==> src/rtl/fac_pkg.sv <==
package fac_pkg;
  localparam int EC_W = 6;

  localparam logic [EC_W-1:0] EC_IABT_LO  = 6'h20;
  localparam logic [EC_W-1:0] EC_IABT_CUR = 6'h21;
  localparam logic [EC_W-1:0] EC_PC_ALIGN = 6'h22;
  localparam logic [EC_W-1:0] EC_DABT_LO  = 6'h24;
  localparam logic [EC_W-1:0] EC_DABT_CUR = 6'h25;
  localparam logic [EC_W-1:0] EC_WP_LO    = 6'h34;
  localparam logic [EC_W-1:0] EC_WP_CUR   = 6'h35;

  function automatic logic ec_records_addr(input logic [EC_W-1:0] ec);
    return (ec == EC_IABT_LO) || (ec == EC_IABT_CUR) || (ec == EC_PC_ALIGN) ||
           (ec == EC_DABT_LO) || (ec == EC_DABT_CUR) ||
           (ec == EC_WP_LO)   || (ec == EC_WP_CUR);
  endfunction

  function automatic logic ec_is_data_side(input logic [EC_W-1:0] ec);
    return (ec == EC_DABT_LO) || (ec == EC_DABT_CUR) ||
           (ec == EC_WP_LO)   || (ec == EC_WP_CUR);
  endfunction
endpackage

==> src/rtl/fac_qualify.sv <==
module fac_qualify
  import fac_pkg::*;
(
  input  logic            take,
  input  logic            to_lvl1,
  input  logic [EC_W-1:0] ec,
  input  logic            ext_abort,
  input  logic            on_walk,
  input  logic            not_valid,
  input  logic            tbi,
  input  logic            partial,
  output logic            capture,
  output logic            drop_addr,
  output logic            clr_top,
  output logic            do_align
);
  always_comb begin
    capture   = take & to_lvl1 & ec_records_addr(ec);
    drop_addr = ext_abort & ~on_walk & not_valid;
    clr_top   = ext_abort & tbi;
    do_align  = partial & ec_is_data_side(ec);
  end
endmodule

==> src/rtl/fac_shaper.sv <==
module fac_shaper #(
  parameter int ADDR_W   = 64,
  parameter int GRAN_LG2 = 4
) (
  input  logic [ADDR_W-1:0] addr_in,
  input  logic              drop_addr,
  input  logic              clr_top,
  input  logic              do_align,
  input  logic              from_32,
  output logic [ADDR_W-1:0] addr_out
);
  localparam int HALF_W  = ADDR_W / 2;
  localparam int TOP_LSB = ADDR_W - 8;
  localparam logic [ADDR_W-1:0] ALIGN_MASK = ~((ADDR_W'(1) << GRAN_LG2) - ADDR_W'(1));
  localparam logic [ADDR_W-1:0] TOP_MASK   = {8'h00, {TOP_LSB{1'b1}}};
  localparam logic [ADDR_W-1:0] LOW_MASK   = {{(ADDR_W-HALF_W){1'b0}}, {HALF_W{1'b1}}};

  logic [ADDR_W-1:0] s0, s1, s2;

  always_comb begin
    s0       = drop_addr ? '0 : addr_in;
    s1       = clr_top   ? (s0 & TOP_MASK)   : s0;
    s2       = do_align  ? (s1 & ALIGN_MASK) : s1;
    addr_out = from_32   ? (s2 & LOW_MASK)   : s2;
  end
endmodule

==> src/rtl/fac_store.sv <==
module fac_store #(
  parameter int ADDR_W = 64
) (
  input  logic              clk,
  input  logic              rst_n,
  input  logic              capture,
  input  logic [ADDR_W-1:0] cap_val,
  input  logic              cap_invalid,
  input  logic              wr_en,
  input  logic [ADDR_W-1:0] wr_val,
  output logic [ADDR_W-1:0] q,
  output logic              invalid_q
);
  always_ff @(posedge clk or negedge rst_n) begin
    if (!rst_n) begin
      q         <= '0;
      invalid_q <= 1'b0;
    end else if (capture) begin
      q         <= cap_val;
      invalid_q <= cap_invalid;
    end else if (wr_en) begin
      q         <= wr_val;
      invalid_q <= 1'b0;
    end
  end

  a_r5_invalid_means_zero: assert property (@(posedge clk) disable iff (!rst_n)
    invalid_q |-> (q == '0));
endmodule

==> src/rtl/fault_addr_capture.sv <==
module fault_addr_capture #(
  parameter int ADDR_W   = 64,
  parameter int GRAN_LG2 = 4
) (
  input  logic              clk,
  input  logic              rst_n,
  input  logic              exc_take,
  input  logic              exc_to_lvl1,
  input  logic [5:0]        exc_class,
  input  logic [ADDR_W-1:0] exc_addr,
  input  logic              exc_from_32,
  input  logic              ext_abort,
  input  logic              ext_on_walk,
  input  logic              addr_not_valid,
  input  logic              tbi_active,
  input  logic              access_partial,
  input  logic              sw_wr_en,
  input  logic [ADDR_W-1:0] sw_wr_data,
  output logic [ADDR_W-1:0] far_q,
  output logic [ADDR_W/2-1:0] dfar_view,
  output logic [ADDR_W/2-1:0] ifar_view,
  output logic              addr_invalid
);
  localparam int HALF_W  = ADDR_W / 2;
  localparam int TOP_LSB = ADDR_W - 8;

  logic capture, drop_addr, clr_top, do_align;
  logic [ADDR_W-1:0] shaped;

  fac_qualify u_qual (
    .take(exc_take), .to_lvl1(exc_to_lvl1), .ec(exc_class),
    .ext_abort(ext_abort), .on_walk(ext_on_walk), .not_valid(addr_not_valid),
    .tbi(tbi_active), .partial(access_partial),
    .capture(capture), .drop_addr(drop_addr), .clr_top(clr_top), .do_align(do_align)
  );

  fac_shaper #(.ADDR_W(ADDR_W), .GRAN_LG2(GRAN_LG2)) u_shape (
    .addr_in(exc_addr), .drop_addr(drop_addr), .clr_top(clr_top),
    .do_align(do_align), .from_32(exc_from_32), .addr_out(shaped)
  );

  fac_store #(.ADDR_W(ADDR_W)) u_store (
    .clk(clk), .rst_n(rst_n), .capture(capture), .cap_val(shaped),
    .cap_invalid(drop_addr), .wr_en(sw_wr_en), .wr_val(sw_wr_data),
    .q(far_q), .invalid_q(addr_invalid)
  );

  assign dfar_view = far_q[HALF_W-1:0];
  assign ifar_view = far_q[ADDR_W-1:HALF_W];

  a_r3_hold_when_idle: assert property (@(posedge clk) disable iff (!rst_n)
    (!capture && !sw_wr_en) |=> ($stable(far_q) && $stable(addr_invalid)));
  a_r4_upper_zero_from_32: assert property (@(posedge clk) disable iff (!rst_n)
    (capture && exc_from_32) |=> (far_q[ADDR_W-1:HALF_W] == '0));
  a_r6_top_byte_cleared: assert property (@(posedge clk) disable iff (!rst_n)
    (capture && ext_abort && tbi_active) |=> (far_q[ADDR_W-1:TOP_LSB] == '0));
  a_r7_granule_aligned: assert property (@(posedge clk) disable iff (!rst_n)
    (capture && do_align) |=> (far_q[GRAN_LG2-1:0] == '0));
  a_r9_sw_write_lands: assert property (@(posedge clk) disable iff (!rst_n)
    (sw_wr_en && !capture) |=> (far_q == $past(sw_wr_data) && !addr_invalid));
  a_r5_flag_on_dropped: assert property (@(posedge clk) disable iff (!rst_n)
    (capture && drop_addr) |=> addr_invalid);
endmodule

==> config.mk <==
export PLATFORM = sky130hd
export DESIGN_NAME = fault_addr_capture
export DESIGN_NICKNAME = d
export VERILOG_FILES = /design/src/rtl/fac_pkg.sv /design/src/rtl/fac_qualify.sv /design/src/rtl/fac_shaper.sv /design/src/rtl/fac_store.sv /design/src/rtl/fault_addr_capture.sv
export SDC_FILE = /design/constraint.sdc
export NUM_CORES = 1
export LEC_CHECK = 0
export ABC_AREA = 1
export ABC_CLOCK_PERIOD_IN_PS = 900
export BUFFER_PORTS_ARGS = -buffer_cell sky130_fd_sc_hd__buf_2
export CAP_MARGIN = 20
export CORE_ASPECT_RATIO = 1.4
export CORE_MARGIN = 5
export CORE_UTILIZATION = 44
export DETAILED_ROUTE_END_ITERATION = 10
export PLACE_DENSITY = 0.82
export SLEW_MARGIN = 30
export SYNTH_ARGS = -nofsm -noshare
export SYNTH_HDL_FRONTEND = slang
export SYNTH_SLANG_ARGS = --single-unit
==> constraint.sdc <==
create_clock -name clk -period 0.9 [get_ports clk]
set_clock_uncertainty 0.15 [all_clocks]
set_input_delay 0.18 -clock clk [delete_from_list [all_inputs] [get_ports clk]]
set_output_delay 0.18 -clock clk [all_outputs]
set_load 0.05 [all_outputs]
# Word level (Yosys, flattened, before mapping)
# Index checks and enable logic that the tools add are counted.
dict set report totals {
  ff_bits 65
  inputBits 145
  output_inout_bits 129
}
dict set report op_classes {
  n_eq_ne 7
  n_reduce_logical 10
  mux 8
  bitwise 7
}
# operator n
set ops {}
lappend ops {{64-bit 2-to-1 mux} 5}
lappend ops {{6-bit equality test, second input constant} 7}
lappend ops {{1-bit logical OR} 9}
lappend ops {{1-bit bitwise AND} 6}
lappend ops {{4-bit 2-to-1 mux} 1}
lappend ops {{1-bit 2-to-1 mux} 2}
lappend ops {{2-bit nonzero test} 1}
lappend ops {{1-bit inverter} 1}

# Logic depth before layout (Yosys ltp)
# Gate-level depths: netlist of run 1.
dict set report depth {
  depth_word 9
  depth_mapped 10
  mapped_depth_nobuf 8
}

# Cells and area by module
# From an unflattened synthesis of run 1, not the netlist that was laid out.
dict set report hier_totals {
  hier_cells 574
  area_unflattened_um2 4038.9
}
# mod cells_each area_each_um2 n_inst
set by_module_without_submodules {}
lappend by_module_without_submodules {fac_store 353 2914.0 1}
lappend by_module_without_submodules {fac_shaper 141 568.0 1}
lappend by_module_without_submodules {fault_addr_capture 64 480.5 1}
lappend by_module_without_submodules {fac_qualify 16 76.3 1}

# Worst setup path after synthesis of run 1
# No wires, ideal clock.
dict set report synth_timing {
  path_type {register -> output}
  start {register u_store.q[0]}
  end {output port far_q[0]}
  required_ns 0.570
  slack_ns -0.334
  stages_incl_launch_ff 2
  t_arrival_ns 0.904
  cell_sequence {dfrtp_1 > buf_4}
}
# element line
set synth_lines {}
lappend synth_lines {{start, declared} fac_store.sv:11} ;# output logic [ADDR_W-1:0] q,
lappend synth_lines {{start signal, assigned} fac_store.sv:19} ;# q <= cap_val;
lappend synth_lines {{start signal, assigned} fac_store.sv:22} ;# q <= wr_val;
lappend synth_lines {{end, declared} fault_addr_capture.sv:19} ;# output logic [ADDR_W-1:0] far_q,
# No word-level cell between the ends.

# Worst setup path after layout of run 1
dict set report layout_timing {
  start {input port exc_class[2]}
  end {register u_store.q[29]}
}
dict set report layout_via {
  elab_chain_len 9
}
# element line
set layout_rtl {}
lappend layout_rtl {{start, declared} fault_addr_capture.sv:9} ;# input logic [5:0] exc_class,
lappend layout_rtl {{6-bit equality test} fac_pkg.sv:13} ;# return (ec == EC_IABT_LO) || (ec == EC_IABT_CUR) || (ec == EC_PC_ALIGN) ||
lappend layout_rtl {{1-bit logical OR (3 in a row)} fac_pkg.sv:13}
lappend layout_rtl {{1-bit logical OR (2 in a row)} fac_pkg.sv:14} ;# (ec == EC_DABT_LO) || (ec == EC_DABT_CUR) ||
lappend layout_rtl {{1-bit logical OR (*)} fac_pkg.sv:15} ;# (ec == EC_WP_LO) || (ec == EC_WP_CUR);
lappend layout_rtl {{1-bit bitwise AND (*)} fac_qualify.sv:18} ;# capture = take & to_lvl1 & ec_records_addr(ec);
lappend layout_rtl {{64-bit 2-to-1 mux / 2-bit nonzero test (equally long branches)} n/a}
# Every way passes the cells marked *; elsewhere a longest branch is shown, timed or not.
# A chain may end at the register's enable or synchronous reset.

==> summary.md, run 1 <==
| Metric | Value |
|---|---|
| Starting Density | `44.7%` |
| Crit Path Max Fanout | `7` |
| Dpl ws | `-0.552 ns` |
| DIE AREA | `0.0122 mm²` |
| Filler instances | `418` |
| FF/Latch Area | `roughly 0.0017 mm²` |
| Routed Wire Length | `25.6 mm` |
| Die X | `94.7 µm` |
| Dpl cells | `989` |
| Routability cong. | `~0.80` |
| Area leader, netlist | `dfrtp_1` |
| Worst-skew pair later-pin latency | `~0.32 ns` |
| Fin util | `between 80 and 90%` |
| Clock buffer count from CTS | `9` |
| GRT Max-Usage Layer | `met2` |
| Status | `finished, violations left` |
| Gate count of the mapped netlist | `660` |
| TNS Setup | `-66.70 ns` |
| Most common cell in the netlist | `nand2_1` |
| Sink Count | `65` |
| First-iteration detailed-routing DRC count | `roughly 450` |
| Period utilisation layout | `147%` |
| Share of the synthesized area in the top cell type | `36.8%` |
| Peak supply drop | `0.00116 V` |
| GR Util All Layers | `between 30% and 40%` |
| 1st-pass router iterations | `7` |
| CP max stage delay | `0.17 ns` |
| Vias in the first global route | `5894` |
| Synth top area cells | `dfrtp_1 37%, nand2_1 25%, nand3_1 18%` |
| Pins Over Slew Limit | `0` |
| Core area | `0.00990 mm²` |
| Mapped cell area | `roughly 0.0044 mm²` |
| Part of the power in registers | `26.8%` |
| Worst setup SP type | `input port` |
| Worst relative slew slack | `between 80% and 90%` |
| Clock transition at the registers of the reported paths | `0.06 ns` |
| Grt met3 use | `9.71%` |
| Area of the multi-input gates | `about 0.0028 mm²` |
| Pwr Total | `14.0 mW` |
| Most frequent cells after synthesis | `295 x nand2_1, 157 x nand3_1, 72 x buf_4` |
| Pwr Density | `~1600 mW/mm²` |
| Setup Crit Path Kind | `in -> reg` |
| Share of power burned in combinational logic | `45.0%` |
| Main synth FF type | `dfrtp_1` |
| Fmax | `~750 MHz` |
| Final setup viols | `194` |
| H-tree depth | `3` |
| Row cnt | `43` |
| Design area | `0.00886 mm²` |
| Crit path cell chain | `buf_8, nor2_4, nand3_2, nand2_4, buf_12, nand2_8, buf_12, buf_12, buf_16, nand2_4, nand2_2, nand2_2` |
| Setup ws final | `-0.426 ns` |
| PortBufs | `273` |
| Clock share of power | `28.2%` |
| Slowest stage cell, crit path | `buf_12` |
| Register bit total from synthesis | `65` |
| Die height | `129 µm` |
| First-pass GRT wire length | `31.2 mm` |
| Area Overhead vs Synth | `100%` |
| Sw Share | `41.0%` |
| Cell variety after synth | `13` |
| Violated checks | `negative setup slack` |
| GR Overflow Total | `0` |
| Via density | `5.95` |
| Dpl hpwl | `11.1 mm` |
| Seq/Total Area, Yosys | `36.8%` |
| Async set-reset flop share out of synthesis | `100%` |
| Syn Area/Cell | `between 6 and 7 µm²` |
| Final #Nets | `1082` |
| Worst path required time | `roughly 1.0 ns` |
| Crit path buf inv count | `5` |
| CP delay by family, top | `buffers and inverters` |
| Most used cell, CP | `buf_12` |
| DR WL/cell | `23.8 µm` |
| Area after DPL | `0.00586 mm²` |
| Syn_nets | `805` |
| RSZ-0062 raised after global routing | `true` |
| Post-route minimum period | `1.33 ns` |
| I/O pin cnt | `274` |
| Met1 Use GR | `roughly two fifths` |
| Final Hold Vio Count | `0` |
| Internal Power | `8.27 mW` |
| M2 GR Usage | `54.6%` |
| Largest net degree at the start of global routing | `51` |
| CTS tree | `built` |
| Least-Margin Pin Slew | `~0.28 ns` |
| CTS max path bufs | `2` |
| Root Driver | `clkbuf_16` |
| Vias | `6415` |
| Worst Setup End Kind | `flop` |
| Switch Pwr | `5.75 mW` |
| Maxcap violations | `0` |
| Critical Path AT | `between 1 and 1.5 ns` |
| Synth warnings | `0` |
| Leakage power figure | `approximately 4.5 nW` |
| # DRC | `0` |
| Type of the worst min-delay path | `in -> reg` |
| Routed Antenna Nets | `0` |
| Post-route insts no fill | `approximately 1100` |
| Number of enable flip-flop cells after synthesis | `0` |
| Initial antenna violation count | `3` |
| Layout cells sized above 1 | `67.7%` |
| Final hold slack | `0.00274 ns` |
==> layout by cell type (no fill, tap or decap) <==
master	count
nand2_1	209
buf_2	139
buf_6	129
nand3_1	75
nand3_2	71
nand2_2	67
dfrtp_2	65
buf_4	55
buf_12	29
nand2_4	19
clkbuf_16	13
buf_16	13
nand3_4	11
buf_8	11
nand4_1	8
inv_1	6
nor2_1	5
nor2_4	4
diode_2	2
inv_2	2
clkbuf_8	2
bufinv_16	2
clkinv_2	2
inv_8	1
inv_4	1
nand2_8	1
clkinvlp_4	1
dlygate4sd3_1	1
==> area by class of cell <==
class,instances,share of cell area [%]
diodes,2,0.0565
inverters,10,0.536
clock inverters,5,0.875
repair buffers,381,42.6
well taps,135,1.91
multi-input cells,470,31.9
clock buffers,11,2.85
flip-flops and latches,65,19.3
==> metal layers <==
metal | part of all wire, % | vias to the layer above
met2 | 47 | 662
met1 | 32 | 2956
met4 | 8.3 | 2
met5 | 0.051 | -
li1 | - | 2619
met3 | 13 | 176
==> cell families (layout without fill, tap and decap cells) <==
logic type             Yosys count  count (layout)  share of synthesized area, %
buffers and inverters          125             407                          18.3
DFF                             65              65                          36.8
other                            0               2                             0
and+or+nand+nor                470             470                          44.9
==> path summary, 6_finish.rpt <==
| path | start | cells after the start | to | slack (ns) |
|---|---|---|---|---|
| min in group asynchronous | rst_n | 3 | u_store.q[44] | 0.27 |
| max in group asynchronous | rst_n | 3 | u_store.q[1] | 0.09 |
| worst max-delay path | exc_class[2] | 12 | u_store.q[29] | -0.43 |
| worst max register to register | u_store.q[1] | 4 | u_store.q[1] | -0.19 |
| worst min-delay path | sw_wr_data[50] | 5 | u_store.q[50] | 0.003 |
| worst min register to register | u_store.q[61] | 2 | u_store.q[61] | 0.42 |
==> flip-flops by register name, indices dropped and copies added, names as in the netlist <==
name	count
u_store.q	64
u_store.invalid_q	1
==> worst min-delay path, stage by stage <==
cell and delay (ns):
buf_2 0.08, nand2_1 0.04, nand2_1 0.06, nand2_1 0.05, nand2_1 0.05
==> repair_timing <==
item / CTS / global route
setup endpoints to repair: 194 / 194
resized for setup: 350 / 168
hold buffers: 1 / 0
buffers inserted: 33 / 27
pin swaps: 29 / 73
hold endpoints to repair: 99 / 0
gates cloned: 19 / 5
==> power by group through the flow <==
stage	logic [mW]	clock network [mW]	registers, mW
6_report	6.31	3.96	3.75
5_1_grt	6.51	4.11	3.78
4_1_cts	5.55	3.88	3.70
3_5_place_dp	4.48	0	3.61
3_3_place_gp	4.44	0	3.60
2_1_floorplan	2.81	0	4.79
Note: power is estimated with default switching activity, not from simulation.
==> inputs of run 2 (changes only) <==
--- a/config.mk
+++ b/config.mk
@@ -8,12 +8,12 @@
 export ABC_AREA = 1
 export ABC_CLOCK_PERIOD_IN_PS = 900
 export BUFFER_PORTS_ARGS = -buffer_cell sky130_fd_sc_hd__buf_2
-export CAP_MARGIN = 20
 export CORE_ASPECT_RATIO = 1.4
 export CORE_MARGIN = 5
-export CORE_UTILIZATION = 44
+export CORE_UTILIZATION = 45
+export CTS_BUF_LIST = sky130_fd_sc_hd__clkbuf_4
 export DETAILED_ROUTE_END_ITERATION = 10
-export PLACE_DENSITY = 0.82
+export PLACE_DENSITY = 0.84
 export SLEW_MARGIN = 30
 export SYNTH_ARGS = -nofsm -noshare
 export SYNTH_HDL_FRONTEND = slang
==> summary.md, run 2 <==
| Metric | Value |
|---|---|
| Simple logic cell fraction of the synthesized area | `44.9% (unchanged)` |
| Worst endpoint type | `output port` |
| Syn Area/Cell | `6.70 µm² (unchanged)` |
| Mapped cell area | `0.00442 mm² (unchanged)` |
| Synth top area cells | `dfrtp_1 37%, nand2_1 25%, nand3_1 18%` |
| Die height | `127 µm (-1.0%)` |
| Post-synthesis mux area share | `0% (unchanged)` |
| Register bit total from synthesis | `65 (unchanged)` |
| Syn_nets | `805 (unchanged)` |
| Starting Density | `46.2% (+1.6 points)` |
| Sink Count | `65 (unchanged)` |
| Most frequent cells after synthesis | `295 x nand2_1, 157 x nand3_1, 72 x buf_4` |
| I/O pin cnt | `274 (unchanged)` |
| Failed at | `5_1_grt` |
| Synth Area in Adders | `0% (unchanged)` |
| Main synth FF type | `dfrtp_1` |
| Area leader, netlist | `dfrtp_1` |
| Routability cong. | `0.789 (-1.4%)` |
| Seq/Total Area, Yosys | `36.8% (unchanged)` |
| Area after DPL | `0.00581 mm² (-0.75%)` |
| Dpl hpwl | `11.0 mm (-0.69%)` |
| Share of the synthesized area in the top cell type | `36.8% (unchanged)` |
| Gate count of the mapped netlist | `660 (unchanged)` |
| Async set-reset flop share out of synthesis | `100% (unchanged)` |
| Initial antenna violation count | `5` |
| Largest family of logic cells by synthesized area | `simple AND/OR/NAND/NOR gates` |
| GRT worst endpoint | `ifar_view[18]` |
| GR Util All Layers | `72.1%` |
| Clock buffer count from CTS | `9 (unchanged)` |
| Die X | `93.8 µm (-1.0%)` |
| PortBufs | `273 (unchanged)` |
| Compound-cell area share of the yosys netlist | `0% (unchanged)` |
| Error | `[ERROR GRT-0232] Routing congestion too high. Check the congestion heatmap in the GUI.` |
| Largest net degree at the start of global routing | `43` |
| CTS max path bufs | `2 (unchanged)` |
| Row cnt | `42 (-2.3%)` |
| Number of enable flip-flop cells after synthesis | `0 (unchanged)` |
| Most common cell in the netlist | `nand2_1` |
| Root Driver | `clkbuf_4` |
| Synth warnings | `0 (unchanged)` |
| Cell variety after synth | `13 (unchanged)` |
| Status | `aborted with a tool error` |
| XOR/XNOR Fraction of Synth Area | `0% (unchanged)` |
| GR Overflow Total | `10` |
| H-tree depth | `3 (unchanged)` |
==> run 2: cell counts after synthesis <==
No cell type changed its count.
==> run 2: what timing repair did <==
action	4_1_cts
resized for setup	352
endpoints found under the hold margin	129
setup buffers	20
hold buffers	77
pin swaps	90
endpoints found under the setup margin	194
cloned	21
==> run 2: kinds of logic after synthesis <==
logic type	count (synthesis)
buffers and inverters	125
and+or+nand+nor	470
DFF	65
==> run 2: per-layer routing <==
metal | track usage, % | overflow
met1 | 69.4 | 0
met3 | 56.6 | 0
met5 | 5.70 | 0
met4 | 76.7 | 5
met2 | 90.0 | 5
==> run 2: stage by stage <==
| stage | setup TNS [ns] | utilization [%] | std cells | setup slack (ns) | hold slack (ns) |
|---|---|---|---|---|---|
| 2_1_floorplan | -25.37 | - | 660 | -0.275 | -0.266 |
| 3_3_place_gp | -39.65 | 60.8 | 984 | -0.555 | 0.0440 |
| 3_5_place_dp | -42.58 | 60.8 | 984 | -0.595 | 0.0581 |
| 4_1_cts | -70.34 | 90.0 | 1114 | -0.489 | -0.0851 |
==> inputs of run 3 (changes only) <==
--- a/config.mk
+++ b/config.mk
@@ -8,12 +8,10 @@
 export ABC_AREA = 1
 export ABC_CLOCK_PERIOD_IN_PS = 900
 export BUFFER_PORTS_ARGS = -buffer_cell sky130_fd_sc_hd__buf_2
-export CORE_ASPECT_RATIO = 1.4
 export CORE_MARGIN = 5
-export CORE_UTILIZATION = 45
-export CTS_BUF_LIST = sky130_fd_sc_hd__clkbuf_4
+export CORE_UTILIZATION = 40
 export DETAILED_ROUTE_END_ITERATION = 10
-export PLACE_DENSITY = 0.84
+export PLACE_DENSITY_LB_ADDON = 0.15
 export SLEW_MARGIN = 30
 export SYNTH_ARGS = -nofsm -noshare
 export SYNTH_HDL_FRONTEND = slang
==> summary.md, run 3 (synthesized netlist as in run 1, its figures left out) <==
| Metric | Value |
|---|---|
| Status | `finished, violations left` |
| Violated checks | `negative hold slack, negative setup slack` |
| H-tree depth | `3 (unchanged)` |
| Pwr Density | `approximately 1400 mW/mm²` |
| Worst path required time | `0.57 ns` |
| Max FFs per register | `64` |
| Final setup viols | `194` |
| Vias | `~6000` |
| CP delay by family, top | `flip-flops` |
| Die X | `115 µm (+23%)` |
| Crit path buf inv count | `1` |
| Worst setup SP type | `flop` |
| Crit Path Max Fanout | `3` |
| Fmax | `~760 MHz` |
| Layout cells sized above 1 | `66.1%` |
| Area of the multi-input gates | `0.00279 mm²` |
| RSZ-0062 raised after global routing | `true` |
| FF/Latch Area | `0.00171 mm²` |
| GR Util All Layers | `29.9%` |
| Detailed-routing wirelength on met1 | `7.50 mm` |
| Fin util | `roughly four fifths` |
| Hold_sp | `sw_wr_data[30]` |
| Core area | `0.0108 mm²` |
| Routability cong. | `0.871 (+10%)` |
| Type of the worst min-delay path | `in -> reg` |
| GR Overflow Total | `0` |
| Die height | `115 µm (-9.5%)` |
| Highest Signal Layer | `met5` |
| Least-Margin Pin Slew | `0.328 ns` |
| Final Hold Vio Count | `16` |
| Worst Setup End Kind | `output port` |
| Leakage power figure | `4.50 nW` |
| Biggest regs | `u_store.q: 64 flops, u_store.invalid_q: 1 flops` |
| Dpl ws | `-0.546 ns (+0.0489 ns)` |
| Via density | `5.39` |
| Worst Setup SP | `u_store.q[35]` |
| Post-route minimum period | `around 1.3 ns` |
| Crit path cell chain | `buf_4` |
| First-pass GRT wire length | `30.8 mm` |
| # DRC | `0` |
| Filler instances | `680` |
| Sink Count | `65 (unchanged)` |
| Design area | `0.00875 mm²` |
| Met2 wire len | `11.2 mm` |
| DR WL/cell | `19.5 µm` |
| Peak supply drop | `just over 0.0008 V` |
| CP max stage delay | `between 0.4 and 0.5 ns` |
| Met3 WL | `1.90 mm` |
| Routed Wire Length | `21.3 mm` |
| Final hold slack | `-0.0183 ns` |
| Setup Crit Path Kind | `reg -> out` |
| TNS Setup | `-64.55 ns` |
| Routed Antenna Nets | `0` |
| Final #Nets | `1091` |
| Slowest stage cell, crit path | `dfrtp_2` |
| Pins Over Slew Limit | `0` |
| 1st-pass router iterations | `8` |
| Biggest register | `u_store.q` |
| DIE AREA | `~0.013 mm²` |
| Maxcap violations | `0` |
| Initial antenna violation count | `3` |
| First-iteration detailed-routing DRC count | `548` |
| Row cnt | `38 (-9.5%)` |
| Post-CTS Hold Buffers | `1 (-99%)` |
| Area after DPL | `0.00588 mm² (+1.1%)` |
| CTS tree | `built` |
| PortBufs | `273 (unchanged)` |
| Period utilisation layout | `146%` |
| Dpl hpwl | `11.1 mm (+1.1%)` |
| Most frequent cells in the layout | `213 x nand2_1, 139 x buf_2, 136 x buf_6` |
| CTS max path bufs | `2 (unchanged)` |
| Vias in the first global route | `5824` |
| Setup ws final | `-0.413 ns` |
| Starting Density | `40.8% (-5.4 points)` |
| Reg-to-reg startpoint | `u_store.q[0]` |
| Worst-skew pair later-pin latency | `0.34 ns` |
| Area Overhead vs Synth | `97.8%` |
| Clock transition at the registers of the reported paths | `roughly 0.080 ns` |
| Root Driver | `clkbuf_8` |
| Critical Path AT | `0.98 ns` |
| I/O pin cnt | `274 (unchanged)` |
| Largest net degree at the start of global routing | `43` |
| Most common cell after layout, fill and taps aside | `nand2_1` |
| Worst relative slew slack | `78.2%` |
| Clock buffer count from CTS | `9 (unchanged)` |
| Pwr Total | `about 12 mW` |
-- run 3: layer usage --
metal,global-route usage (%),up-vias
met1,34.7,2819
met2,53.5,369
met3,6.05,71
li1,-,2631
met4,12.4,2
met5,0,-
-- run 3: final timing paths --
check                                endpoint  slack [ns]  depth (start not counted)
worst max-delay path             ifar_view[3]       -0.41                          1
worst min-delay path            u_store.q[30]       -0.02                          5
worst max register to register   u_store.q[0]       -0.17                          4
worst min register to register  u_store.q[28]        0.40                          2
max in group asynchronous       u_store.q[20]        0.15                          3
min in group asynchronous       u_store.q[42]        0.21                          3
-- run 3: final cells by class --
cell class                 instances  area share, %
timing repair buffer             388           44.0
multi-input combinational        472           31.9
sequential                        65           19.5
tap                              140           2.00
clock buffer                      11           1.62
inverter                          10          0.601
clock inverter                     5          0.358
antenna                            2         0.0572
-- run 3: metrics by stage --
step,std cells,hold slack [ns]
floorplan,660,-0.266
global placement,999,0.0405
detailed placement,999,0.0461
CTS,1069,-0.0310
global route,1093,-0.0103
finish,1093,-0.0183
-- run 3: report_power, final --
part / leakage [nW] / switching [mW] / internal (mW)
Combinational: 3.70 / 3.74 / 2.47
Clock: 0.0891 / 1.20 / 1.07
Sequential: 0.716 / 0.455 / 3.29
-- run 3: what timing repair did --
item / in CTS / in global routing
cloned: 27 / 0
pin swaps: 49 / 40
resized for setup: 371 / 119
setup buffers: 26 / 31
setup endpoints to repair: 194 / 194
hold endpoints to repair: 115 / 9
==> inputs of run 4 (changes only) <==
--- a/config.mk
+++ b/config.mk
@@ -5,12 +5,11 @@
 export SDC_FILE = /design/constraint.sdc
 export NUM_CORES = 1
 export LEC_CHECK = 0
-export ABC_AREA = 1
 export ABC_CLOCK_PERIOD_IN_PS = 900
 export BUFFER_PORTS_ARGS = -buffer_cell sky130_fd_sc_hd__buf_2
-export CORE_MARGIN = 5
-export CORE_UTILIZATION = 40
+export CORE_AREA = 2 2 107 109
 export DETAILED_ROUTE_END_ITERATION = 10
+export DIE_AREA = 0 0 109 111
 export PLACE_DENSITY_LB_ADDON = 0.15
 export SLEW_MARGIN = 30
 export SYNTH_ARGS = -nofsm -noshare
==> summary.md, run 4 <==
| Metric | Value |
|---|---|
| Status | `finished, violations left` |
| Violated checks | `negative hold slack, negative setup slack` |
| Setup Crit Path Kind | `reg -> out` |
| Post-route minimum period | `1.34 ns (+0.0285 ns)` |
| Number of enable flip-flop cells after synthesis | `0 (unchanged)` |
| 1st-pass router iterations | `4 (-4)` |
| Gate count of the mapped netlist | `367 (-44%)` |
| Clock share of power | `27.6% (+9.0 points)` |
| Pins Over Slew Limit | `0 (unchanged)` |
| Vias | `3814 (-35%)` |
| Via density | `4.82 (-11%)` |
| Critical Path AT | `1.01 ns (+0.03 ns)` |
| Worst setup SP type | `flop` |
| Routed Antenna Nets | `0 (unchanged)` |
| Hold_sp | `exc_addr[59]` |
| Mapped cell area | `0.00402 mm² (-9.1%)` |
| GR Overflow Total | `0 (unchanged)` |
| Sink Count | `65 (unchanged)` |
| Max FFs per register | `64 (unchanged)` |
| RSZ-0062 raised after global routing | `true` |
| Main synth FF type | `dfrtp_1` |
| Area Overhead vs Synth | `82.1%` |
| Worst-skew pair later-pin latency | `0.32 ns (-0.02 ns)` |
| Slowest stage cell, crit path | `dfrtp_2` |
| Internal Power | `7.92 mW (+16%)` |
| DIE AREA | `0.0121 mm² (-8.8%)` |
| # DRC | `0 (unchanged)` |
| Core area | `0.0111 mm² (+2.2%)` |
| Syn_nets | `512 (-36%)` |
| Post-route insts no fill | `792 (-28%)` |
| DR WL/cell | `17.7 µm (-9.2%)` |
| Biggest register | `u_store.q` |
| Initial antenna violation count | `1 (-2)` |
| Final Hold Vio Count | `24 (+8)` |
| Die height | `111 µm (-3.6%)` |
| GR Util All Layers | `21.9% (-8.0 points)` |
| Dpl hpwl | `8.52 mm (-23%)` |
| Root Driver | `clkbuf_16` |
| Worst relative slew slack | `68.7% (-9.4 points)` |
| CP max stage delay | `0.42 ns (-0.02 ns)` |
| Final #Nets | `789 (-28%)` |
| Biggest regs | `u_store.q: 64 flops, u_store.invalid_q: 1 flops` |
| Area leader, netlist | `dfrtp_1` |
| First-pass GRT wire length | `20.4 mm (-34%)` |
| Peak supply drop | `0.00102 V (+23%)` |
| Synth top area cells | `dfrtp_1 40%, mux2i_1 28%, buf_4 12%` |
| I/O pin cnt | `274 (unchanged)` |
| Most common cell after layout, fill and taps aside | `buf_2` |
| Leakage power figure | `3.98 nW (-11%)` |
| Share of power burned in combinational logic | `44.0% (-6.8 points)` |
| Dpl cells | `720 (-28%)` |
| CTS max path bufs | `2 (unchanged)` |
| Clock buffer count from CTS | `9 (unchanged)` |
| PortBufs | `273 (unchanged)` |
| Routed Wire Length | `14.0 mm (-34%)` |
| Switch Pwr | `5.06 mW (-6.3%)` |
| Share of the synthesized area in the top cell type | `40.4% (+3.7 points)` |
| Crit path buf inv count | `2 (+1)` |
| Starting Density | `36.3% (-4.5 points)` |
| Final setup viols | `194 (unchanged)` |
| Worst Setup SP | `u_store.q[63]` |
| Worst path required time | `0.57 ns (about the same)` |
| Worst Setup End Kind | `output port` |
| Least-Margin Pin Slew | `0.465 ns (+0.138 ns)` |
| CP delay by family, top | `flip-flops` |
| Design area | `0.00732 mm² (-16%)` |
| Register bit total from synthesis | `65 (unchanged)` |
| H-tree depth | `3 (unchanged)` |
| First-iteration detailed-routing DRC count | `119 (-78%)` |
| Fmax | `746 MHz (-2.1%)` |
| Type of the worst min-delay path | `in -> reg` |
| Reg-to-reg startpoint | `u_store.q[63]` |
| Row cnt | `39 (+2.6%)` |
| Largest net degree at the start of global routing | `58 (+35%)` |
| Most common cell in the netlist | `mux2i_1` |
| Part of the power in registers | `28.4% (-2.2 points)` |
| Die X | `109 µm (-5.3%)` |
| Routability cong. | `0.788 (-9.5%)` |
| Async set-reset flop share out of synthesis | `100% (unchanged)` |
| Pwr Density | `1770 mW/mm² (+27%)` |
| Cell variety after synth | `20 (+7)` |
| Vias in the first global route | `4090 (-30%)` |
| Seq/Total Area, Yosys | `40.4% (+3.7 points)` |
| CTS tree | `built` |
| Area after DPL | `0.00527 mm² (-10%)` |
| Synth warnings | `0 (unchanged)` |
| Most frequent cells after synthesis | `113 x mux2i_1, 65 x buf_4, 65 x dfrtp_1` |
| Crit Path Max Fanout | `2 (-1)` |
| Most frequent cells in the layout | `141 x buf_2, 124 x buf_6, 113 x mux2i_1` |
| Setup ws final | `-0.441 ns (-0.0285 ns)` |
| Clock transition at the registers of the reported paths | `0.06 ns (-0.02 ns)` |
| Crit path cell chain | `buf_6, buf_8` |
| Layout cells sized above 1 | `57.3% (-8.9 points)` |
| Final hold slack | `-0.0403 ns (-0.0220 ns)` |
| Period utilisation layout | `149% (+3.2 points)` |
| Maxcap violations | `0 (unchanged)` |
| Sw Share | `39.0% (-5.2 points)` |
| Syn Area/Cell | `11.0 µm² (+64%)` |
run 4: final timing paths:
path                       depth (start not counted)  slack (ns)                end
min reg2reg                                        2        0.43  u_store.invalid_q
max in group asynchronous                          3        0.14      u_store.q[38]
min                                                3       -0.04      u_store.q[59]
max                                                2       -0.44          far_q[63]
max reg2reg                                        3       -0.34      u_store.q[63]
min in group asynchronous                          3        0.25      u_store.q[30]
run 4: kinds of logic after synthesis:
logic type	Yosys count	share of synthesized area, %
mux	121	30.4
compound gates	22	4.04
flops	65	40.4
buf+inv	98	16.4
simple gates	61	8.74
run 4: power by group through the flow:
stage	Sequential, mW	Combinational, mW	Clock (mW)
2_1_floorplan	4.75	2.49	0
3_3_place_gp	3.56	4.43	0
3_5_place_dp	3.57	4.44	0
4_1_cts	3.67	5.53	3.65
5_1_grt	3.73	5.94	3.78
6_report	3.69	5.71	3.58
run 4: worst reg2reg max path, cell delays in order, from the launching register on:
cell and delay [ns]:
dfrtp_2 0.42, mux2_2 0.26, o31ai_1 0.13, o31ai_4 0.14
run 4: timing repair:
action / CTS / global route
pin swaps: 4 / 8
resized for setup: 287 / 40
cloned: 3 / 5
endpoints found under the hold margin: 129 / 24
setup endpoints to repair: 194 / 194
hold buffers: 38 / 1
buffers inserted: 9 / 1
run 4: layout make-up:
class	count	area [µm²]
flip-flops and latches	65	1650
diodes	1	2.50
well taps	143	179
inverters	9	33.8
fillers	844	3750
clock buffers	13	270
repair buffers	355	3290
clock inverters	2	37.5
multi-input cells	204	1870
run 4: per-stage QoR:
stage	worst slack [ns]	setup TNS (ns)	utilization, %	hold slack [ns]	power, mW
after detailed placement	-0.713	-50.79	47.6	0.0481	8.01
final	-0.441	-69.97	66.1	-0.0403	13.0
after global routing	-0.472	-75.57	66.1	-0.0432	13.4
after floorplan	-0.655	-62.33	-	-0.266	7.24
after CTS	-0.440	-70.37	63.7	-0.0542	12.9
after global placement	-0.689	-50.35	47.6	0.0511	7.99
run 4: metal layers:
layer  share of wire [%]  vias up  track usage, %  routed length (µm)
li1                    -     1770               -                   -
met1                  36     1872            22.7                5090
met2                  56      157            42.2                7920
met3                 5.8       15            5.70                 819
met4                 1.5        0            6.07                 206
met5                   0        -               0                   0
